<file path="src/rtl/ext_req_pkg.sv">
`timescale 1ns/1ps
package ext_req_pkg;
    localparam logic [7:0] OFS_STATUS = 8'h14;
    localparam logic [7:0] OFS_ENABLE = 8'h18;
    localparam logic [7:0] OFS_SELECT = 8'h1C;
    localparam logic [7:0] OFS_OVR    = 8'h20;
    localparam logic [7:0] OFS_OVR_EN = 8'h24;
    localparam logic [7:0] OFS_RISE   = 8'h28;
    localparam logic [7:0] OFS_FALL   = 8'h2C;
    localparam logic [7:0] OFS_FILTER = 8'h30;
endpackage

</file>
<file path="src/rtl/ext_req_sync.sv">
`timescale 1ns/1ps
module ext_req_sync #(
    parameter int unsigned W = 16
) (
    input  logic         clk,
    input  logic         rst_n,
    input  logic [W-1:0] pin_i,
    input  logic [W-1:0] rise_en_i,
    input  logic [W-1:0] fall_en_i,
    output logic [W-1:0] ev_o
);
    typedef struct packed {
        logic [W-1:0] meta;
        logic [W-1:0] stable;
        logic [W-1:0] prev;
    } sync_t;

    sync_t st_d, st_q;

    always_comb begin
        st_d        = st_q;
        st_d.meta   = pin_i;
        st_d.stable = st_q.meta;
        st_d.prev   = st_q.stable;
        ev_o = (rise_en_i &  st_q.stable & ~st_q.prev)
             | (fall_en_i & ~st_q.stable &  st_q.prev);
    end

    always_ff @(posedge clk or negedge rst_n) begin
        if (!rst_n) st_q <= '0;
        else        st_q <= st_d;
    end
endmodule

</file>
<file path="src/rtl/ext_req_cfg.sv">
`timescale 1ns/1ps
module ext_req_cfg
    import ext_req_pkg::*;
#(
    parameter int unsigned W  = 16,
    parameter int unsigned AW = 8,
    parameter int unsigned DW = 32
) (
    input  logic          clk,
    input  logic          rst_n,
    input  logic          wr_i,
    input  logic [AW-1:0] addr_i,
    input  logic [DW-1:0] wdata_i,
    output logic [W-1:0]  en_o,
    output logic [W-1:0]  sel_o,
    output logic [W-1:0]  oen_o,
    output logic [W-1:0]  rise_o,
    output logic [W-1:0]  fall_o
);
    typedef struct packed {
        logic [W-1:0] en;
        logic [W-1:0] sel;
        logic [W-1:0] oen;
        logic [W-1:0] rise;
        logic [W-1:0] fall;
    } cfg_t;

    cfg_t cfg_d, cfg_q;
    logic [W-1:0] wlow;

    always_comb begin
        cfg_d = cfg_q;
        wlow  = wdata_i[W-1:0];
        if (wr_i) begin
            case (addr_i)
                AW'(OFS_ENABLE): cfg_d.en   = wlow;
                AW'(OFS_SELECT): cfg_d.sel  = wlow;
                AW'(OFS_OVR_EN): cfg_d.oen  = wlow;
                AW'(OFS_RISE):   cfg_d.rise = wlow;
                AW'(OFS_FALL):   cfg_d.fall = wlow;
                default:         ;
            endcase
        end
    end

    always_ff @(posedge clk or negedge rst_n) begin
        if (!rst_n) cfg_q <= '0;
        else        cfg_q <= cfg_d;
    end

    assign en_o   = cfg_q.en;
    assign sel_o  = cfg_q.sel;
    assign oen_o  = cfg_q.oen;
    assign rise_o = cfg_q.rise;
    assign fall_o = cfg_q.fall;
endmodule

</file>
<file path="src/rtl/ext_req_flags.sv">
`timescale 1ns/1ps
module ext_req_flags #(
    parameter int unsigned W = 16
) (
    input  logic         clk,
    input  logic         rst_n,
    input  logic [W-1:0] ev_i,
    input  logic [W-1:0] clr_flag_i,
    input  logic [W-1:0] clr_ovr_i,
    input  logic [W-1:0] done_i,
    output logic [W-1:0] flag_o,
    output logic [W-1:0] ovr_o
);
    typedef struct packed {
        logic [W-1:0] flag;
        logic [W-1:0] ovr;
    } flags_t;

    flags_t fl_d, fl_q;

    always_comb begin
        fl_d      = fl_q;
        // a new edge outranks any clear in the same cycle
        fl_d.flag = (fl_q.flag & ~clr_flag_i & ~done_i) | ev_i;
        fl_d.ovr  = (fl_q.ovr & ~clr_ovr_i) | (ev_i & fl_q.flag);
    end

    always_ff @(posedge clk or negedge rst_n) begin
        if (!rst_n) fl_q <= '0;
        else        fl_q <= fl_d;
    end

    assign flag_o = fl_q.flag;
    assign ovr_o  = fl_q.ovr;
endmodule

</file>
<file path="src/rtl/ext_req_ctrl.sv">
`timescale 1ns/1ps
module ext_req_ctrl
    import ext_req_pkg::*;
#(
    parameter int unsigned NPIN = 16,
    parameter int unsigned AW   = 8,
    parameter int unsigned DW   = 32
) (
    input  logic            clk,
    input  logic            rst_n,
    input  logic [NPIN-1:0] pin_i,
    input  logic            bus_wr_i,
    input  logic [AW-1:0]   bus_addr_i,
    input  logic [DW-1:0]   bus_wdata_i,
    output logic [DW-1:0]   bus_rdata_o,
    output logic [NPIN-1:0] dma_req_o,
    input  logic [NPIN-1:0] dma_done_i,
    output logic            irq_o,
    output logic            ovr_irq_o
);
    logic [NPIN-1:0] ev_w, flag_w, ovr_w;
    logic [NPIN-1:0] en_w, sel_w, oen_w, rise_w, fall_w;
    logic [NPIN-1:0] clr_flag_w, clr_ovr_w;

    ext_req_sync #(.W(NPIN)) i_sync (
        .clk       (clk),
        .rst_n     (rst_n),
        .pin_i     (pin_i),
        .rise_en_i (rise_w),
        .fall_en_i (fall_w),
        .ev_o      (ev_w)
    );

    ext_req_cfg #(.W(NPIN), .AW(AW), .DW(DW)) i_cfg (
        .clk     (clk),
        .rst_n   (rst_n),
        .wr_i    (bus_wr_i),
        .addr_i  (bus_addr_i),
        .wdata_i (bus_wdata_i),
        .en_o    (en_w),
        .sel_o   (sel_w),
        .oen_o   (oen_w),
        .rise_o  (rise_w),
        .fall_o  (fall_w)
    );

    always_comb begin
        clr_flag_w = '0;
        clr_ovr_w  = '0;
        if (bus_wr_i && bus_addr_i == AW'(OFS_STATUS)) clr_flag_w = bus_wdata_i[NPIN-1:0];
        if (bus_wr_i && bus_addr_i == AW'(OFS_OVR))    clr_ovr_w  = bus_wdata_i[NPIN-1:0];
    end

    ext_req_flags #(.W(NPIN)) i_flags (
        .clk        (clk),
        .rst_n      (rst_n),
        .ev_i       (ev_w),
        .clr_flag_i (clr_flag_w),
        .clr_ovr_i  (clr_ovr_w),
        .done_i     (dma_done_i),
        .flag_o     (flag_w),
        .ovr_o      (ovr_w)
    );

    always_comb begin
        bus_rdata_o = '0;
        case (bus_addr_i)
            AW'(OFS_STATUS): bus_rdata_o = DW'(flag_w);
            AW'(OFS_ENABLE): bus_rdata_o = DW'(en_w);
            AW'(OFS_SELECT): bus_rdata_o = DW'(sel_w);
            AW'(OFS_OVR):    bus_rdata_o = DW'(ovr_w);
            AW'(OFS_OVR_EN): bus_rdata_o = DW'(oen_w);
            AW'(OFS_RISE):   bus_rdata_o = DW'(rise_w);
            AW'(OFS_FALL):   bus_rdata_o = DW'(fall_w);
            default:         bus_rdata_o = '0;
        endcase
    end

    assign dma_req_o = flag_w & en_w & sel_w;
    assign irq_o     = |(flag_w & en_w & ~sel_w);
    assign ovr_irq_o = |(ovr_w & oen_w);
endmodule

</file>
<file path="config.mk">
export PLATFORM = sky130hd
export DESIGN_NAME = ext_req_ctrl
export DESIGN_NICKNAME = d
export VERILOG_FILES = /design/src/rtl/ext_req_pkg.sv /design/src/rtl/ext_req_sync.sv /design/src/rtl/ext_req_cfg.sv /design/src/rtl/ext_req_flags.sv /design/src/rtl/ext_req_ctrl.sv
export SDC_FILE = /design/constraint.sdc
export NUM_CORES = 1
export LEC_CHECK = 0
export BUFFER_PORTS_ARGS = -buffer_cell sky130_fd_sc_hd__buf_2
export CAP_MARGIN = 40
export CORE_MARGIN = 2
export CORE_UTILIZATION = 30
export DETAILED_ROUTE_END_ITERATION = 7
export PLACE_DENSITY = 0.53
export SLEW_MARGIN = 10
export SYNTH_ARGS = -nofsm -noshare
export SYNTH_HDL_FRONTEND = slang
export SYNTH_SLANG_ARGS = --single-unit
</file>
<file path="constraint.sdc">
create_clock -name clk -period 1.6 [get_ports clk]
set_clock_uncertainty 0.05 [all_clocks]
set_input_delay 0.16 -clock clk [delete_from_list [all_inputs] [get_ports clk]]
set_output_delay 0.16 -clock clk [all_outputs]
set_load 0.01 [all_outputs]
</file>
Word level (Yosys, flattened, before mapping) --
Index checks and enable logic that the tools add are counted.
Storage, ports and cells: register bits after elaboration 160, input bits 75, word-level logic and storage cells 50
Cells by class: eq/ne operators 7, mux-type cells 3, bitwise logic cells 21, reduce and logical (&&, ||, !) cells 9
Operator list (number):
- 16-bit bitwise AND | 12
- 16-bit case mux with 7 select lines | 1
- 16-bit inverter | 6
- 16-bit OR | 3
- 8-bit by 6-bit == test with 1-bit output (second input constant) | 4
- 16-bit two-way mux | 2
- 16-bit OR reduction | 2
- 8-bit by 5-bit == test with 1-bit output (second input constant) | 3
- 2-bit AND reduction | 5
- 1-bit logical AND | 2

Logic depth before layout (Yosys ltp) --
word-level depth 7, depth in mapped cells 7

Modules after synthesis --
A second synthesis with hierarchy kept.
Unflattened totals: cells, all modules 614, area, all modules 7278.2 um2
Modules (own cells, without submodules):
- ext_req_cfg | times used 1, cells an instance 175, area each 3106.7 um2, sequential area each 2001.9 um2
- ext_req_ctrl | times used 1, cells an instance 231, area each 1566.5 um2, sequential area each 0.0 um2
- ext_req_sync | times used 1, cells an instance 96, area each 1423.9 um2, sequential area each 1201.2 um2
- ext_req_flags | times used 1, cells an instance 112, area each 1181.1 um2, sequential area each 800.8 um2

Least setup slack after synthesis --
No wires, ideal clock.
path kind input to register, from input port bus_addr_i[2], to register i_cfg.cfg_q (netlist bit i_cfg.fall_o[10]), library setup time 0.125 ns, arrival time 1.512 ns, data required time 1.425 ns, slack -0.087 ns, cell stages on the path 7, buffers on the path 4, cells stage by stage buf_4 > and2_1 > buf_2 > and4_1 > buf_2 > buf_2 > mux2_2
Between the ends: longest elaborated chain between the ends 2
RTL lines:
- from (decl) | line ext_req_ctrl.sv:13 | input logic [AW-1:0] bus_addr_i,
- 8-bit by 6-bit == test with 1-bit output | line ext_req_cfg.sv:35 | case (addr_i)
- 2-bit AND reduction (no source line)
- to (signal assigned) | line ext_req_cfg.sv:48 | else cfg_q <= cfg_d;
- to (decl) | line ext_req_cfg.sv:28 | cfg_t cfg_d, cfg_q;
Every way passes these cells. A chain may end at the register's enable or synchronous reset.

Worst setup path after layout --
from register i_cfg.cfg_q (netlist bit i_cfg.oen_o[0]), to output port ovr_irq_o
Between the ends: longest elaborated chain between the ends 2
RTL lines:
- 16-bit bitwise AND | line ext_req_ctrl.sv:81 | assign ovr_irq_o = |(ovr_w & oen_w);
- 16-bit OR reduction | line ext_req_ctrl.sv:81
- to (decl) | line ext_req_ctrl.sv:19 | output logic ovr_irq_o
Every way passes these cells.

==> flow_summary.ini <==
[outcome]
status = complete, but fails checks
violations = negative setup slack

[cts]
numCtsBuffers = 17
cts.sinks = 160
clk_pin_slew_ps = 60
clk_path_buf_depth = 2
cts_root_buffer = clkbuf_16
cts_tree = built
htree_levels = 4
insertion_delay_ps = 430

[critical_path]
crit_path_max_incr_delay_ps = 390
crit_type = reg2out
start_kind = flop
crit_fanout = 3
cp_slowest_cell = dfrtp_1
crit_family = compound AO/OA/AOI/OAI gates
cp_num_buf_inv = 2
cp-end-kind = output pin
path_cells = a22o_1 > a221oi_2 > buf_4 > nand4_1 > buf_2
critPathRequiredTime_ps = 1390
cp.arrival_ps = 1850

[floorplanning]
ioPinCount = 125
dieArea_mm2 = 0.0277
die_h_um = 166
core_mm2 = 0.0260
die_x_um = 166
rows = 59
start_util = 0.304

[synthesis]
async_flop_share = 1.00
syn_area_per_cell_um2 = 12.0
synthFlopType = dfrtp_1
synth-edff-count = 0
ys_types = 39
yosys_warnings = 0
synth_seq_cells = 160
postSynthCellCount = 659
ys_seq_area_frac = 0.506
synth_area_mm2 = 0.00791

[detailed_routing]
vias_per_cell = 4.98
dr.pass1.iters = 4
final_antenna_net_count = 0
wl_per_cell_um = 19.5
vias = 6093
route.detailed.drc = 0
drtIter0Drc = 393
routed_wl_mm = 23.8

[pwr]
p_per_area_mw_per_mm2 = 900
leakagePower_nw = 5.28
power.total_mw = 9.57
vdd_drop_max_mv = 0.556

[global_route]
met1_usage = 0.255
grt_pass1_vias = 6167
grt_use_met3 = 0.0329
grt_pass1_wl_mm = 37.0
grt_use_total = 0.175
busiest_layer = met2
grt_overflow = 0
grt_max_degree = 55
grtUsageMet2 = 0.264
antenna_found_initial = 0

[layout]
drive_gt1_frac = 0.418
diodes = 0
syn_to_final_growth_pct = 34.4
nets = 950
fill_cells = 2506

[placed_design]
port_buffers = 92
dp_hpwl_mm = 17.0
place.gp.congestion = 0.821
place_ws_ps = -237

[timing]
tightest_slew_ps = 534
rsz0062_at_grt = yes
max-slew-margin-rel = 0.643
setup_viol = 18
post-route-period-util = 1.29
hold_viol_final = 0
min_period_ps = 2060
fmax_mhz = 485
drv_slew = 0
setup_ws_ps = -461

[min_path]
hold_class = in2reg

[job]
drv_cap = 0
state kept, by name, indices dropped and copies added, names as in the netlist:
register        count
i_cfg.sel_o        16
i_flags.flag_o     16
i_sync.st_q        16
i_cfg.rise_o       16
i_sync.st_d        32
i_cfg.fall_o       16
i_flags.ovr_o      16
i_cfg.oen_o        16
i_cfg.en_o         16
timing repair:
action | in CTS | in global routing
pin swaps | 26 | 16
gates cloned | 0 | 0
setup endpoints to repair | 18 | 23
endpoints found under the hold margin | 159 | 0
setup buffers | 7 | 4
hold buffers | 28 | 0
gates resized for setup | 29 | 14
report_power, final:
| group | leakage (nW) | total [mW] | switching, mW | internal, mW |
|---|---|---|---|---|
| Combinational | 2.96 | 1.03 | 0.512 | 0.513 |
| Sequential | 2.02 | 4.35 | 0.121 | 4.23 |
| Clock | 0.292 | 4.20 | 1.85 | 2.35 |
| Total | 5.28 | 9.57 | 2.48 | 7.09 |
cell usage after synthesis, drive strengths merged, types with 13 or more instances:
| master | count | area share |
|---|---|---|
| and3b | 77 | 0.085 |
| nand2 | 36 | 0.017 |
| nor2b | 20 | 0.016 |
| dfrtp | 160 | 0.51 |
| o22ai | 15 | 0.012 |
| nand4 | 35 | 0.031 |
| a221o | 16 | 0.020 |
| nand3 | 25 | 0.018 |
| nand3b | 13 | 0.012 |
| inv | 16 | 0.0076 |
| and3 | 16 | 0.013 |
| mux2 | 88 | 0.13 |
| a31o | 16 | 0.018 |
| buf | 35 | 0.031 |
| clkbuf | 26 | 0.012 |
| o211ai | 38 | 0.036 |
cells by family (layout without fill, tap and decap cells):
kind of cell | Yosys count | after routing | share of synthesized area
AO/OA/AOI/OAI | 100 | 100 | 0.101
other | 1 | 16 | 0.000474
AND/OR/NAND/NOR | 232 | 232 | 0.208
flip-flops | 160 | 160 | 0.506
multiplexers | 89 | 89 | 0.133
buffers and inverters | 77 | 291 | 0.0509
worst paths after layout:
kind / start / end / slack (ps) / depth (start not counted)
worst max-delay path: i_cfg.oen_o[0] / ovr_irq_o / -460 / 5
worst min-delay path: dma_done_i[7] / i_flags.flag_o[7] / 10 / 3
worst max register to register: i_flags.flag_o[11] / i_flags.ovr_o[11] / 450 / 3
worst min register to register: i_sync.st_d[26] / i_sync.st_d[10] / 300 / 0
max in group asynchronous: rst_n / i_flags.flag_o[4] / 700 / 3
min in group asynchronous: rst_n / i_cfg.sel_o[14] / 150 / 2
worst register-to-register path, cell delays in order (launching register included):
cell and delay (ps):
dfrtp_1 400, buf_6 130, buf_4 130, a221o_1 330
layout make-up:
class | count | area (um^2) | share of cell area
Sequential cell | 160 | 4000 | 0.377
Multi-Input combinational cell | 437 | 3630 | 0.342
Timing Repair Buffer | 243 | 1920 | 0.181
Clock buffer | 17 | 425 | 0.0400
Tap cell | 335 | 419 | 0.0394
Clock inverter | 15 | 171 | 0.0161
Inverter | 16 | 60.1 | 0.00565
cell usage in the layout (no fill, tap or decap), types with 4 or more instances in the layout:
cell and instances:
conb_1 16, nand2_1 36, a22o_1 4, inv_1 16
dfrtp_1 160, buf_6 27, buf_12 11, and3b_1 77
clkbuf_16 17, inv_6 8, nand3_1 22, mux2_2 78
nand3b_1 13, dlygate4sd3_1 28, buf_4 92, o211ai_1 38
and3_1 11, buf_2 85, mux2_4 10, and3_4 5
nand4_1 33, a221o_1 16, a31o_2 14, o22ai_1 15
nor2b_1 20
routing by layer:
metal	wire length, um	up-vias	part of all wire
met4	233	0	0.0098
li1	-	2883	-
met5	0	-	0
met3	1080	13	0.045
met1	11500	3060	0.48
met2	10900	137	0.46
per-stage QoR:
step	utilization	TNS, ps	cells	area (um^2)	hold slack [ps]
2_1_floorplan	-	-414	674	7970	-186
3_3_place_gp	0.366	-18080	1156	9520	48.1
3_5_place_dp	0.366	-16520	1156	9520	50.0
4_1_cts	0.407	-4540	1222	10600	2.67
5_1_grt	0.409	-5360	1223	10600	8.92
6_report	0.409	-3980	1223	10600	13.8
Note: power is estimated with default switching activity, not from simulation.
